<file path="src/rtl/mt_pkg.sv">
package mt_pkg;
  typedef enum logic [1:0] {
    OP_NOP  = 2'd0,
    OP_LDI  = 2'd1,
    OP_ADDI = 2'd2,
    OP_XORI = 2'd3
  } op_e;

  typedef enum logic [1:0] {
    MD_RUN    = 2'd0,
    MD_REPLAY = 2'd1,
    MD_VERIFY = 2'd2,
    MD_TAKEN  = 2'd3
  } mode_e;
endpackage

</file>
<file path="src/rtl/mt_regbank.sv">
module mt_regbank #(
  parameter int W    = 8,
  parameter int NREG = 4,
  localparam int AW  = (NREG > 1) ? $clog2(NREG) : 1
) (
  input  logic              clk_i,
  input  logic              rst_ni,
  input  logic              we_i,
  input  logic [AW-1:0]     waddr_i,
  input  logic [W-1:0]      wdata_i,
  input  logic              load_i,
  input  logic [NREG*W-1:0] load_data_i,
  output logic [NREG*W-1:0] regs_o
);
  for (genvar g = 0; g < NREG; g++) begin : g_reg
    logic [W-1:0] q;
    always_ff @(posedge clk_i or negedge rst_ni) begin
      if (!rst_ni)                                  q <= '0;
      else if (load_i)                              q <= load_data_i[g*W +: W];
      else if (we_i && (waddr_i == AW'(g)))         q <= wdata_i;
    end
    assign regs_o[g*W +: W] = q;
  end

  AST_NO_LOAD_WRITE_MIX: assert property (@(posedge clk_i) disable iff (!rst_ni)
    load_i |-> !we_i);
endmodule

</file>
<file path="src/rtl/mt_exec.sv">
module mt_exec
  import mt_pkg::*;
#(
  parameter int W    = 8,
  parameter int NREG = 4,
  localparam int AW  = (NREG > 1) ? $clog2(NREG) : 1
) (
  input  logic [NREG*W-1:0] regs_i,
  input  logic              en_i,
  input  op_e               code_i,
  input  logic [AW-1:0]     dst_i,
  input  logic [W-1:0]      imm_i,
  input  logic [W-1:0]      upset_i,
  output logic              we_o,
  output logic [AW-1:0]     waddr_o,
  output logic [W-1:0]      wdata_o
);
  logic [W-1:0] old_val;
  logic [W-1:0] res;

  always_comb begin
    old_val = '0;
    for (int i = 0; i < NREG; i++)
      if (dst_i == AW'(i)) old_val = regs_i[i*W +: W];
  end

  always_comb begin
    unique case (code_i)
      OP_LDI:  res = imm_i;
      OP_ADDI: res = old_val + imm_i;
      OP_XORI: res = old_val ^ imm_i;
      default: res = old_val;
    endcase
  end

  assign we_o    = en_i && (code_i != OP_NOP);
  assign waddr_o = dst_i;
  assign wdata_o = res ^ upset_i;
endmodule

</file>
<file path="src/rtl/mt_ctrl.sv">
module mt_ctrl
  import mt_pkg::*;
(
  input  logic  clk_i,
  input  logic  rst_ni,
  input  logic  err_i,
  input  logic  err_persist_i,
  output mode_e mode_o,
  output logic  ready_o,
  output logic  busy_o,
  output logic  takeover_o
);
  mode_e mode_q, mode_d;

  always_comb begin
    mode_d = mode_q;
    unique case (mode_q)
      MD_RUN:    if (err_i) mode_d = err_persist_i ? MD_TAKEN : MD_REPLAY;
      MD_REPLAY: mode_d = MD_VERIFY;
      MD_VERIFY: mode_d = err_i ? MD_TAKEN : MD_RUN;
      default:   mode_d = MD_TAKEN;
    endcase
  end

  always_ff @(posedge clk_i or negedge rst_ni) begin
    if (!rst_ni) mode_q <= MD_RUN;
    else         mode_q <= mode_d;
  end

  assign mode_o     = mode_q;
  assign busy_o     = (mode_q == MD_REPLAY) || (mode_q == MD_VERIFY);
  assign takeover_o = (mode_q == MD_TAKEN);
  assign ready_o    = ((mode_q == MD_RUN) && !err_i) || (mode_q == MD_TAKEN);

  AST_BUSY_SECOND: assert property (@(posedge clk_i) disable iff (!rst_ni)
    $rose(busy_o) |-> (mode_q == MD_REPLAY));
  AST_BUSY_ENDS: assert property (@(posedge clk_i) disable iff (!rst_ni)
    (mode_q == MD_VERIFY) |=> !busy_o);
  AST_NO_ACCEPT_BUSY: assert property (@(posedge clk_i) disable iff (!rst_ni)
    busy_o |-> !ready_o);
  AST_RECUR_TAKE: assert property (@(posedge clk_i) disable iff (!rst_ni)
    (busy_o && !$rose(busy_o) && err_i) |=> takeover_o);
  AST_PERSIST_TAKE: assert property (@(posedge clk_i) disable iff (!rst_ni)
    ((mode_q == MD_RUN) && err_i && err_persist_i) |=> (takeover_o && !busy_o));
  AST_TAKEOVER_STICKY: assert property (@(posedge clk_i) disable iff (!rst_ni)
    takeover_o |=> (takeover_o && ready_o));
endmodule

</file>
<file path="src/rtl/mt_recovery.sv">
module mt_recovery
  import mt_pkg::*;
#(
  parameter int W    = 8,
  parameter int NREG = 4,
  localparam int AW  = (NREG > 1) ? $clog2(NREG) : 1
) (
  input  logic              clk_i,
  input  logic              rst_ni,
  input  logic              op_valid_i,
  input  logic [1:0]        op_code_i,
  input  logic [AW-1:0]     op_dst_i,
  input  logic [W-1:0]      op_imm_i,
  output logic              op_ready_o,
  input  logic              err_i,
  input  logic              err_persist_i,
  input  logic [W-1:0]      upset_i,
  output logic              active_sel_o,
  output logic [NREG*W-1:0] state_o,
  output logic              busy_o,
  output logic              takeover_o
);
  mode_e mode;
  logic  run, rep, ver, tak, acc;

  // one-cycle lag register feeding the shadow copy
  logic          p_valid;
  op_e           p_code;
  logic [AW-1:0] p_dst;
  logic [W-1:0]  p_imm;

  logic [NREG*W-1:0] m_regs, t_regs;
  logic              m_restore, m_en, t_en;
  op_e               m_code, t_code;
  logic [AW-1:0]     m_dst, t_dst;
  logic [W-1:0]      m_imm, t_imm;
  logic              m_we, t_we;
  logic [AW-1:0]     m_waddr, t_waddr;
  logic [W-1:0]      m_wdata, t_wdata;

  mt_ctrl u_ctrl (
    .clk_i         (clk_i),
    .rst_ni        (rst_ni),
    .err_i         (err_i),
    .err_persist_i (err_persist_i),
    .mode_o        (mode),
    .ready_o       (op_ready_o),
    .busy_o        (busy_o),
    .takeover_o    (takeover_o)
  );

  assign run = (mode == MD_RUN);
  assign rep = (mode == MD_REPLAY);
  assign ver = (mode == MD_VERIFY);
  assign tak = (mode == MD_TAKEN);
  assign acc = op_valid_i && op_ready_o;

  always_comb begin
    m_restore = run && err_i && !err_persist_i;
    m_en      = (run && acc) || (rep && p_valid);
    m_code    = rep ? p_code : op_e'(op_code_i);
    m_dst     = rep ? p_dst  : op_dst_i;
    m_imm     = rep ? p_imm  : op_imm_i;
    t_en      = (run && !m_restore && p_valid) || (ver && p_valid) || (tak && acc);
    t_code    = tak ? op_e'(op_code_i) : p_code;
    t_dst     = tak ? op_dst_i : p_dst;
    t_imm     = tak ? op_imm_i : p_imm;
  end

  always_ff @(posedge clk_i or negedge rst_ni) begin
    if (!rst_ni) begin
      p_valid <= 1'b0;
      p_code  <= OP_NOP;
      p_dst   <= '0;
      p_imm   <= '0;
    end else if (run && !err_i) begin
      p_valid <= acc;
      p_code  <= op_e'(op_code_i);
      p_dst   <= op_dst_i;
      p_imm   <= op_imm_i;
    end else if (!(m_restore || rep)) begin
      p_valid <= 1'b0;
    end
  end

  mt_exec #(.W(W), .NREG(NREG)) u_m_exec (
    .regs_i  (m_regs),
    .en_i    (m_en),
    .code_i  (m_code),
    .dst_i   (m_dst),
    .imm_i   (m_imm),
    .upset_i (upset_i),
    .we_o    (m_we),
    .waddr_o (m_waddr),
    .wdata_o (m_wdata)
  );

  mt_exec #(.W(W), .NREG(NREG)) u_t_exec (
    .regs_i  (t_regs),
    .en_i    (t_en),
    .code_i  (t_code),
    .dst_i   (t_dst),
    .imm_i   (t_imm),
    .upset_i ({W{1'b0}}),
    .we_o    (t_we),
    .waddr_o (t_waddr),
    .wdata_o (t_wdata)
  );

  mt_regbank #(.W(W), .NREG(NREG)) u_m_bank (
    .clk_i       (clk_i),
    .rst_ni      (rst_ni),
    .we_i        (m_we),
    .waddr_i     (m_waddr),
    .wdata_i     (m_wdata),
    .load_i      (m_restore),
    .load_data_i (t_regs),
    .regs_o      (m_regs)
  );

  mt_regbank #(.W(W), .NREG(NREG)) u_t_bank (
    .clk_i       (clk_i),
    .rst_ni      (rst_ni),
    .we_i        (t_we),
    .waddr_i     (t_waddr),
    .wdata_i     (t_wdata),
    .load_i      (1'b0),
    .load_data_i ({NREG*W{1'b0}}),
    .regs_o      (t_regs)
  );

  assign active_sel_o = tak;
  assign state_o      = tak ? t_regs : m_regs;

  AST_RESTORE_COPY: assert property (@(posedge clk_i) disable iff (!rst_ni)
    m_restore |=> (m_regs == $past(t_regs)));
  AST_SHADOW_HOLD: assert property (@(posedge clk_i) disable iff (!rst_ni)
    rep |=> $stable(t_regs));
  AST_PRIMARY_FROZEN: assert property (@(posedge clk_i) disable iff (!rst_ni)
    takeover_o |=> $stable(m_regs));
  AST_SELECT_MATCH: assert property (@(posedge clk_i) disable iff (!rst_ni)
    active_sel_o == takeover_o);
endmodule

</file>
<file path="config.mk">
export PLATFORM = sky130hd
export DESIGN_NAME = mt_recovery
export DESIGN_NICKNAME = d
export VERILOG_FILES = /design/src/rtl/mt_pkg.sv /design/src/rtl/mt_regbank.sv /design/src/rtl/mt_exec.sv /design/src/rtl/mt_ctrl.sv /design/src/rtl/mt_recovery.sv
export SDC_FILE = /design/constraint.sdc
export NUM_CORES = 1
export LEC_CHECK = 0
export CORE_AREA = 5 5 109 111
export CTS_CLUSTER_SIZE = 28
export DETAILED_ROUTE_END_ITERATION = 10
export DIE_AREA = 0 0 114 116
export GPL_TIMING_DRIVEN = 0
export PLACE_DENSITY = 0.74
export RECOVER_POWER = 25
export SYNTH_ARGS = -nofsm -noshare
export SYNTH_HDL_FRONTEND = slang
export SYNTH_SLANG_ARGS = --single-unit
</file>
<file path="constraint.sdc">
create_clock -name clk_i -period 4.3 [get_ports clk_i]
set_input_delay 0.86 -clock clk_i [delete_from_list [all_inputs] [get_ports clk_i]]
set_output_delay 0.86 -clock clk_i [all_outputs]
set_load 0.05 [all_outputs]
</file>
# Word-level counts from Yosys, hierarchy flattened
# Index checks and enable logic that the tools add are counted.
totals:
  regBits: 79
  inputBits: 25
  output_inout_bits: 36
classes:
  n_addsub: 2
  n_eq_ne: 17
  n_mux: 31
  bitwise: 3
  n_reduce_logical: 38
op_table:
  columns: ["operator", "count"]
  rows:
  - ["8-bit two-way mux", 18]
  - ["8-bit case mux with 3 select lines", 2]
  - ["32-bit two-way mux", 1]
  - ["8-bit XOR", 3]
  - ["2-bit == test, second input constant", 10]
  - ["1-bit logical AND", 20]
  - ["8-bit adder", 2]
  - ["2-bit two-way mux", 7]
  - ["2-bit nonzero test", 6]
  - ["2-bit by 1-bit == test with 1-bit output, second input constant", 5]
  - ["2-bit logical NOT", 3]
  - ["1-bit logical OR", 6]
  - ["2-bit case mux with 3 select lines", 1]
  - ["2-bit != test, second input constant", 2]
  - ["1-bit logical NOT", 3]
  - ["1-bit two-way mux", 2]

# Longest topological paths before layout
# Gate-level depths: netlist of run 1.
depth:
  depth_word: 12
  ltp_mapped: 15

# Cells and area by module
# Synthesis of run 1 repeated with hierarchy kept, for this count alone.
hier_totals:
  cells_unflattened: 616
  hier_area_um2: 6377.4
by_module_without_submodules:
  columns: ["mod", "instances", "cells_each", "area_per_inst_um2", "seq_area_each_um2"]
  rows:
  - ["mt_regbank", 2, 148, 1569.0, 800.8]
  - ["mt_exec", 2, 98, 878.3, 0.0]
  - ["mt_recovery", 1, 107, 1311.3, 325.3]
  - ["mt_ctrl", 1, 17, 171.4, 50.0]

# Least setup slack after synthesis of run 1
# No wires, ideal clock.
synth_path:
  kind: "input to register"
  startpoint: "input op_dst_i[0]"
  endpoint: "register u_m_bank.g_reg[1].q[7]"
  t_arrival_ns: 3.688
  setup_slack_ns: 0.494
  stages: 11
  path_buffers: 1
  cell_sequence: "mux2i_1 buf_4 mux4_2 ha_1 o211ai_1 o211a_1 or4_1 a21oi_1 a311oi_2 xor2_1 a21o_1"
synth_between:
  elab_chain_cells: 11
  word_cells_on_any_way: 17
  classes_between: "add/sub (1); eq/ne (3); mux (8); bitwise (2); reduce/logical (3)"
synth_lines:
  columns: ["item", "line_no", "text"]
  rows:
  - ["from (decl)", "mt_recovery.sv:12", "input logic [AW-1:0] op_dst_i,"]
  - ["2-bit two-way mux *", "mt_recovery.sv:62", "m_dst = rep ? p_dst : op_dst_i;"]
  - ["2-bit logical NOT", "mt_exec.sv:24", "if (dst_i == AW'(i)) old_val = regs_i[i*W +: W];"]
  - ["8-bit two-way mux (4 in series)", "mt_exec.sv:24", null]
  - ["8-bit adder or 8-bit XOR (tied branches)", "mt_exec.sv:30, mt_exec.sv:31", null]
  - ["8-bit case mux with 3 select lines", "mt_exec.sv:28", "unique case (code_i)"]
  - ["8-bit XOR", "mt_exec.sv:38", "assign wdata_o = res ^ upset_i;"]
  - ["8-bit two-way mux", "mt_regbank.sv:20", "else if (we_i && (waddr_i == AW'(g))) q <= wdata_i;"]
  - ["8-bit two-way mux", "mt_regbank.sv:19", "else if (load_i) q <= load_data_i[g*W +: W];"]
  - ["to (signal assigned)", "mt_regbank.sv:19", null]
  - ["to (signal assigned)", "mt_regbank.sv:20", null]
  - ["to (decl)", "mt_regbank.sv:16", "logic [W-1:0] q;"]
# Every way passes the cells marked *; elsewhere a longest branch is shown, timed or not. The select of a mux whose other input is x is not followed.
# A chain may end at the register's enable or synchronous reset.

# Worst setup path after layout of run 1
layout_path:
  startpoint: "input op_dst_i[1]"
  endpoint: "register u_m_bank.g_reg[1].q[7]"
# The elaborated chain is that of the path after synthesis.

==> results of run 1 <==
[kinds of logic after synthesis]
group	share of synthesized area
compound gates	0.167
mux	0.294
simple gates	0.0718
flops	0.359
buf+inv	0.0282
fa+ha+maj	0.0482
xor+xnor	0.0316
[Yosys cell counts (all sizes together) (2+ instances only)]
| cell type | count | area, µm² |
|---|---|---|
| a31oi | 6 | 37.5 |
| xnor2 | 14 | 130 |
| and3 | 2 | 12.5 |
| nor2b | 3 | 18.8 |
| nand2 | 20 | 75.1 |
| fa | 2 | 40.0 |
| nor3b | 2 | 15.0 |
| nor3 | 7 | 35.0 |
| mux4 | 16 | 368 |
| a22oi | 16 | 120 |
| nor2 | 25 | 93.8 |
| xor2 | 5 | 43.8 |
| o211ai | 4 | 30.0 |
| or3b | 2 | 17.5 |
| mux2 | 95 | 1070 |
| a22o | 17 | 149 |
| inv | 8 | 30.0 |
| o21a | 3 | 22.5 |
| nand3 | 9 | 45.0 |
| o21ai | 43 | 215 |
| ha | 18 | 225 |
| dfrtp | 79 | 1980 |
| clkbuf | 18 | 70.1 |
| and3b | 2 | 17.5 |
| o22ai | 2 | 12.5 |
| or3 | 2 | 12.5 |
| buf | 9 | 55.0 |
| a21oi | 18 | 90.1 |
| mux2i | 17 | 183 |
| nand2b | 4 | 25.0 |
| a21o | 20 | 150 |
[per-stage QoR]
stage	hold WS, ns	util	setup WS (ns)	instances
6_report	0.538	0.621	0.175	722
5_1_grt	0.571	0.621	-0.0130	722
4_1_cts	0.344	0.618	0.0268	719
3_5_place_dp	0.516	0.590	-0.722	702
3_3_place_gp	0.504	0.587	-0.678	701
2_1_floorplan	0.483	-	0.494	501
[critical path: cells and delay by family]
family,cells,cell delay [ns]
muxes,2,0.69
buffers and inverters,2,0.89
and+or+nand+nor,1,0.51
xor gates and xnor gates,1,0.19
adders and majority gates,1,0.36
AOI/OAI and AO/OA,5,0.89
[worst min path at each step]
stage	slack, ns	endpoint	cells after the start	start
after CTS	0.34	p_imm[4]$_DFFE_PN0P_	1	rst_ni
after global routing	0.57	p_imm[6]$_DFFE_PN0P_	1	p_imm[6]$_DFFE_PN0P_
final	0.54	p_imm[5]$_DFFE_PN0P_	1	p_imm[5]$_DFFE_PN0P_
after global placement	0.50	u_m_bank.g_reg[2].q[6]$_DFFE_PN0P_	2	u_m_bank.g_reg[2].q[6]$_DFFE_PN0P_
after detailed placement	0.52	u_m_bank.g_reg[2].q[6]$_DFFE_PN0P_	2	u_m_bank.g_reg[2].q[6]$_DFFE_PN0P_
after floorplan	0.48	u_m_bank.g_reg[2].q[1]$_DFFE_PN0P_	2	u_m_bank.g_reg[2].q[1]$_DFFE_PN0P_
[repair_timing]
| action | in CTS | in global routing |
|---|---|---|
| hold buffers | 0 | 0 |
| endpoints found under the setup margin | 62 | 47 |
| gates resized for setup | 6 | 10 |
| buffers inserted | 2 | 3 |
[layer usage]
metal  wire length [µm]  vias up  GRT usage
met1               6950     2278      0.339
met4                623        0      0.115
met2               7610      248      0.400
met3               1480       52     0.0601
li1                   -     2058          -
met5                  0        -          0
[state kept, by name, summed over array words and instances (netlist names)]
register,cells
u_m_bank.g.q,32
u_t_bank.g.q,32
p_imm,8
p_code,2
p_dst,2
u_ctrl.mode_o,2
p_valid,1
[layout make-up]
type                            instances  area (µm²)  share of cell area
Multi-Input combinational cell        387        3430               0.516
Sequential cell                        79        1980               0.297
Timing Repair Buffer                   66         639              0.0962
Tap cell                              140         175              0.0264
Clock buffer                           11         141              0.0213
Clock inverter                          5         129              0.0194
Buffer                                 26         128              0.0192
Inverter                                8        30.0             0.00452
==> results.yml, run 1 <==
status:
  status: "finished, violations left"
  failed_checks: "max-capacitance violations, max-slew violations"
cts:
  clk_latency_ns: 0.37
  cts.sinks: 79
  cts_tree: "built"
  h-tree-depth: 3
  cts_buffers: 9
  clockBufferDepth: 2
  root_buffer: "clkbuf_8"
  cts.clk_slew.worst_paths_ns: 0.09
routing:
  firstDrtPassIters: 7
  routedWlPerCell_um: 23.1
  ant_nets: 0
  wl_um: 16700
  vias_per_cell: 6.42
  vias: 4636
  drc: 0
  drt_iter0_drc: 490
floorplanning:
  dieArea_um2: 13200
  core_um2: 10700
  num_rows: 38
  die_width_um: 114
  ios: 61
  initial_core_util: 0.515
  die_h_um: 116
placed_design:
  gp_congestion: 0.915
  hpwl_um: 11900
  dpl_cell_area_um2: 6310
  io_buffers: 60
final_layout:
  layout.cells.most_common_list: "mux2_2, dfrtp_1, clkdlybuf4s50_1, o21ai_0, nor2_1"
  nFillCells: 896
  insertedDiodeCount: 0
  stdcell_area_um2: 6650
  area_growth_syn_to_layout_pct: 20.7
  nets: 622
  drive_above_1_share: 0.268
  final_common_cell: "mux2_2"
timing:
  drv_slew: 65
  worst_pin_slew_ns: 1.62
  hold_viol_final: 0
  period_share: 0.959
  fmax_mhz: 242
  period_minus_slack_ns: 4.13
  worst_clock_skew_ns: 0.0113
  slew_headroom: -0.0826
  finalSetupViolCount: 0
  timing.setup.tns_ns: 0
worst_hold_path:
  hp-class: "flop to flop"
global_route:
  grt_max_degree: 65
  grt_overflow: 0
  antenna_found_initial: 0
  grtUsageTotal: 0.256
  grt_pass1_vias: 4699
  grt_pass1_wl_um: 25900
worst_setup_path:
  timing.rr.start: "u_ctrl.mode_o[1]$_DFFE_PN0N_"
  slowest_stage: "clkdlybuf4s50_1"
  cp-start-kind: "primary input"
  rr_endpoint: "u_m_bank.g_reg[1].q[7]$_DFFE_PN0P_"
  worst_setup_path_end_kind: "flop"
  arrival_ns: 4.39
  startpoint: "op_dst_i[1]"
  cp_cell_sequence: "clkdlybuf4s50_1, mux2i_4, buf_2, mux4_2, ha_1, o211ai_1, o211a_1, or4_1, a21oi_1, a311oi_2, xor2_2, a21o_1"
  max_stage_delay_ns: 0.61
  worst-path-max-fanout: 10
  ff2ff_path_depth: 14
  r2r_slack_ns: 0.25
  path_class: "primary input to flop"
  cp.required_ns: 4.57
  cp-endpoint: "u_m_bank.g_reg[1].q[7]$_DFFE_PN0P_"
logic_synthesis:
  synthCells: 501
  synth_area_um2: 5510
  ys_ff_latch: 79
  async_flop_share: 1.00
  syn_nets: 546
  yosysWarningCount: 0
  ys.flop_type: "dfrtp_1"
  synth-edff-count: 0
  avgSynthCellArea_um2: 11.0
  synthDistinctLibCells: 52
  yosysSeqAreaShare: 0.359
flow_run:
  cap_viol_max_count: 1
Power of run 1 is not shown: default switching activity piles up to over one toggle a cycle in this logic, so the estimate is an artifact.
==> run 2: changes to the inputs <==
--- a/config.mk
+++ b/config.mk
@@ -6,7 +6,7 @@
 export NUM_CORES = 1
 export LEC_CHECK = 0
 export CORE_AREA = 5 5 109 111
-export CTS_CLUSTER_SIZE = 28
+export CTS_CLUSTER_SIZE = 30
 export DETAILED_ROUTE_END_ITERATION = 10
 export DIE_AREA = 0 0 114 116
 export GPL_TIMING_DRIVEN = 0
==> results of run 2 <==
No change in the layout: final DEF, timing and power equal those of run 1.
Power of run 2 is left out for the same reason.
==> run 3: changes to the inputs <==
--- a/config.mk
+++ b/config.mk
@@ -12,6 +12,7 @@
 export GPL_TIMING_DRIVEN = 0
 export PLACE_DENSITY = 0.74
 export RECOVER_POWER = 25
+export SKIP_CTS_REPAIR_TIMING = 1
 export SYNTH_ARGS = -nofsm -noshare
 export SYNTH_HDL_FRONTEND = slang
 export SYNTH_SLANG_ARGS = --single-unit
==> run 3 against run 2 <==
  * The run still ends with max-capacitance violations, max-slew violations left
  * Setup slack better by 0.032 ns
  * Routed wire length is 0.88% lower
  * Worst hold slack hardly changed
  * Final cell count is 0.14% higher
  * Non-clock buffer count is 1 higher
  * Utilization hardly changed
  * Cell area hardly changed
  * Fmax is 0.77% higher
  * Critical path type is now flop to flop
  * Highest routed layer unchanged
==> results.yml, run 3 (same netlist as run 1, synthesis figures left out) <==
global_route:
  grt_overflow: 0
  antenna_found_initial: 0
  grt_pass1_wl_um: 25800
  grtUsageTotal: 0.256
  grt_pass1_vias: 4694
  grt_max_degree: 65
worst_setup_path:
  cp.required_ns: 4.61
  path_buf_inv: 2
  path_common_cell: "ha_1"
  path_class: "flop to flop"
  worst-path-max-fanout: 4
  startpoint: "u_ctrl.mode_o[1]$_DFFE_PN0N_"
  slowest_stage: "mux4_1"
  arrival_ns: 4.41
  cp_cell_sequence: "inv_1, ha_1, mux2i_4, buf_4, mux4_1, ha_1, o211ai_1, o211a_1, or4_1, a21oi_1, a311oi_2, xor2_1, a21o_1"
  max_stage_delay_ns: 0.62
  timing.rr.start: "u_ctrl.mode_o[1]$_DFFE_PN0N_"
  crit_family: "multiplexers"
  worst_setup_path_end_kind: "flop"
  cp-start-kind: "flop"
routing:
  wl_met2_um: 7580
  wl_met1_um: 6800
  dr_wl_met3_um: 1530
  wl_um: 16500
  firstDrtPassIters: 6
  drc: 0
  highest_layer: "met4"
  vias: 4635
  ant_nets: 0
  vias_per_cell: 6.41
  drt_iter0_drc: 480
  routedWlPerCell_um: 22.8
worst_hold_path:
  hp-class: "flop to flop"
  min_from: "p_imm[5]$_DFFE_PN0P_"
cts:
  cts_buffers: 9
  clockBufferDepth: 2
  cts.clk_slew.worst_paths_ns: 0.09
  clk_latency_ns: 0.37
  cts.sinks: 79
  cts_tree: "built"
  h-tree-depth: 3
  root_buffer: "clkbuf_8"
timing:
  hold_viol_final: 0
  fmax_mhz: 244
  worst_clock_skew_ns: 0.0114
  drv_slew: 65
  worst_pin_slew_ns: 1.61
  period_minus_slack_ns: 4.09
  period_share: 0.952
  slew_headroom: -0.0717
  finalSetupViolCount: 0
floorplanning:
  ios: 61
  num_rows: 38
  dieArea_um2: 13200
  die_width_um: 114
  initial_core_util: 0.515
  die_h_um: 116
  core_um2: 10700
final_layout:
  layout.cells.most_common_list: "mux2_2, dfrtp_1, clkdlybuf4s50_1, o21ai_0, nor2_1"
  final_common_cell: "mux2_2"
  reg.largest.list: "u_m_bank.g.q (32), u_t_bank.g.q (32), p_imm (8)"
  nets: 623
  area_growth_syn_to_layout_pct: 20.7
  insertedDiodeCount: 0
  fin_util: 0.621
  drive_above_1_share: 0.268
status:
  failed_checks: "max-capacitance violations, max-slew violations"
  status: "finished, violations left"
flow_run:
  cap_viol_max_count: 1
placed_design:
  io_buffers: 60
  gp_congestion: 0.915
  hpwl_um: 11900
-- run 3: cell types whose count changed in the layout (fill, tap and decap cells not counted), sizes merged --
cell           previous run  this run
dlymetal6s2s              1         2
clkdlybuf4s50            58        57
clkbuf                   31        32
-- run 3: layer usage --
metal / GRT usage / up-vias
met2: 0.402 / 265
met3: 0.0580 / 48
met5: 0 / -
met4: 0.109 / 0
met1: 0.341 / 2260
li1: - / 2062
-- run 3: layout make-up --
cell class / count / area [µm²]
flip-flops and latches: 79 / 1980
multi-input cells: 387 / 3420
clock buffers: 11 / 141
inverters: 8 / 30.0
clock inverters: 5 / 129
plain buffers: 26 / 128
well taps: 140 / 175
fillers: 892 / 4050
repair buffers: 67 / 649
-- run 3: path summary, 6_finish.rpt --
kind | to | slack, ns | depth (start not counted)
max | u_m_bank.g_reg[0].q[7]$_DFFE_PN0P_ | 0.21 | 13
min | p_imm[5]$_DFFE_PN0P_ | 0.54 | 1
max reg2reg | u_m_bank.g_reg[0].q[7]$_DFFE_PN0P_ | 0.21 | 13
min reg2reg | p_imm[5]$_DFFE_PN0P_ | 0.54 | 1
max in group asynchronous | u_t_bank.g_reg[0].q[7]$_DFFE_PN0P_ | 1.63 | 2
min in group asynchronous | p_imm[0]$_DFFE_PN0P_ | 0.58 | 1
-- run 3: through the flow --
| stage | setup WS (ns) | hold slack [ns] | area, µm² | cells | setup TNS [ns] |
|---|---|---|---|---|---|
| after floorplan | 0.494 | 0.483 | 5510 | 501 | 0 |
| after global placement | -0.678 | 0.504 | 6280 | 701 | -56.84 |
| after detailed placement | -0.722 | 0.516 | 6310 | 702 | -22.87 |
| after CTS | -0.432 | 0.344 | 6580 | 718 | -18.30 |
| after global routing | -0.00116 | 0.571 | 6650 | 723 | -0.00116 |
| final | 0.206 | 0.538 | 6650 | 723 | 0 |
Power of run 3 is left out for the same reason.
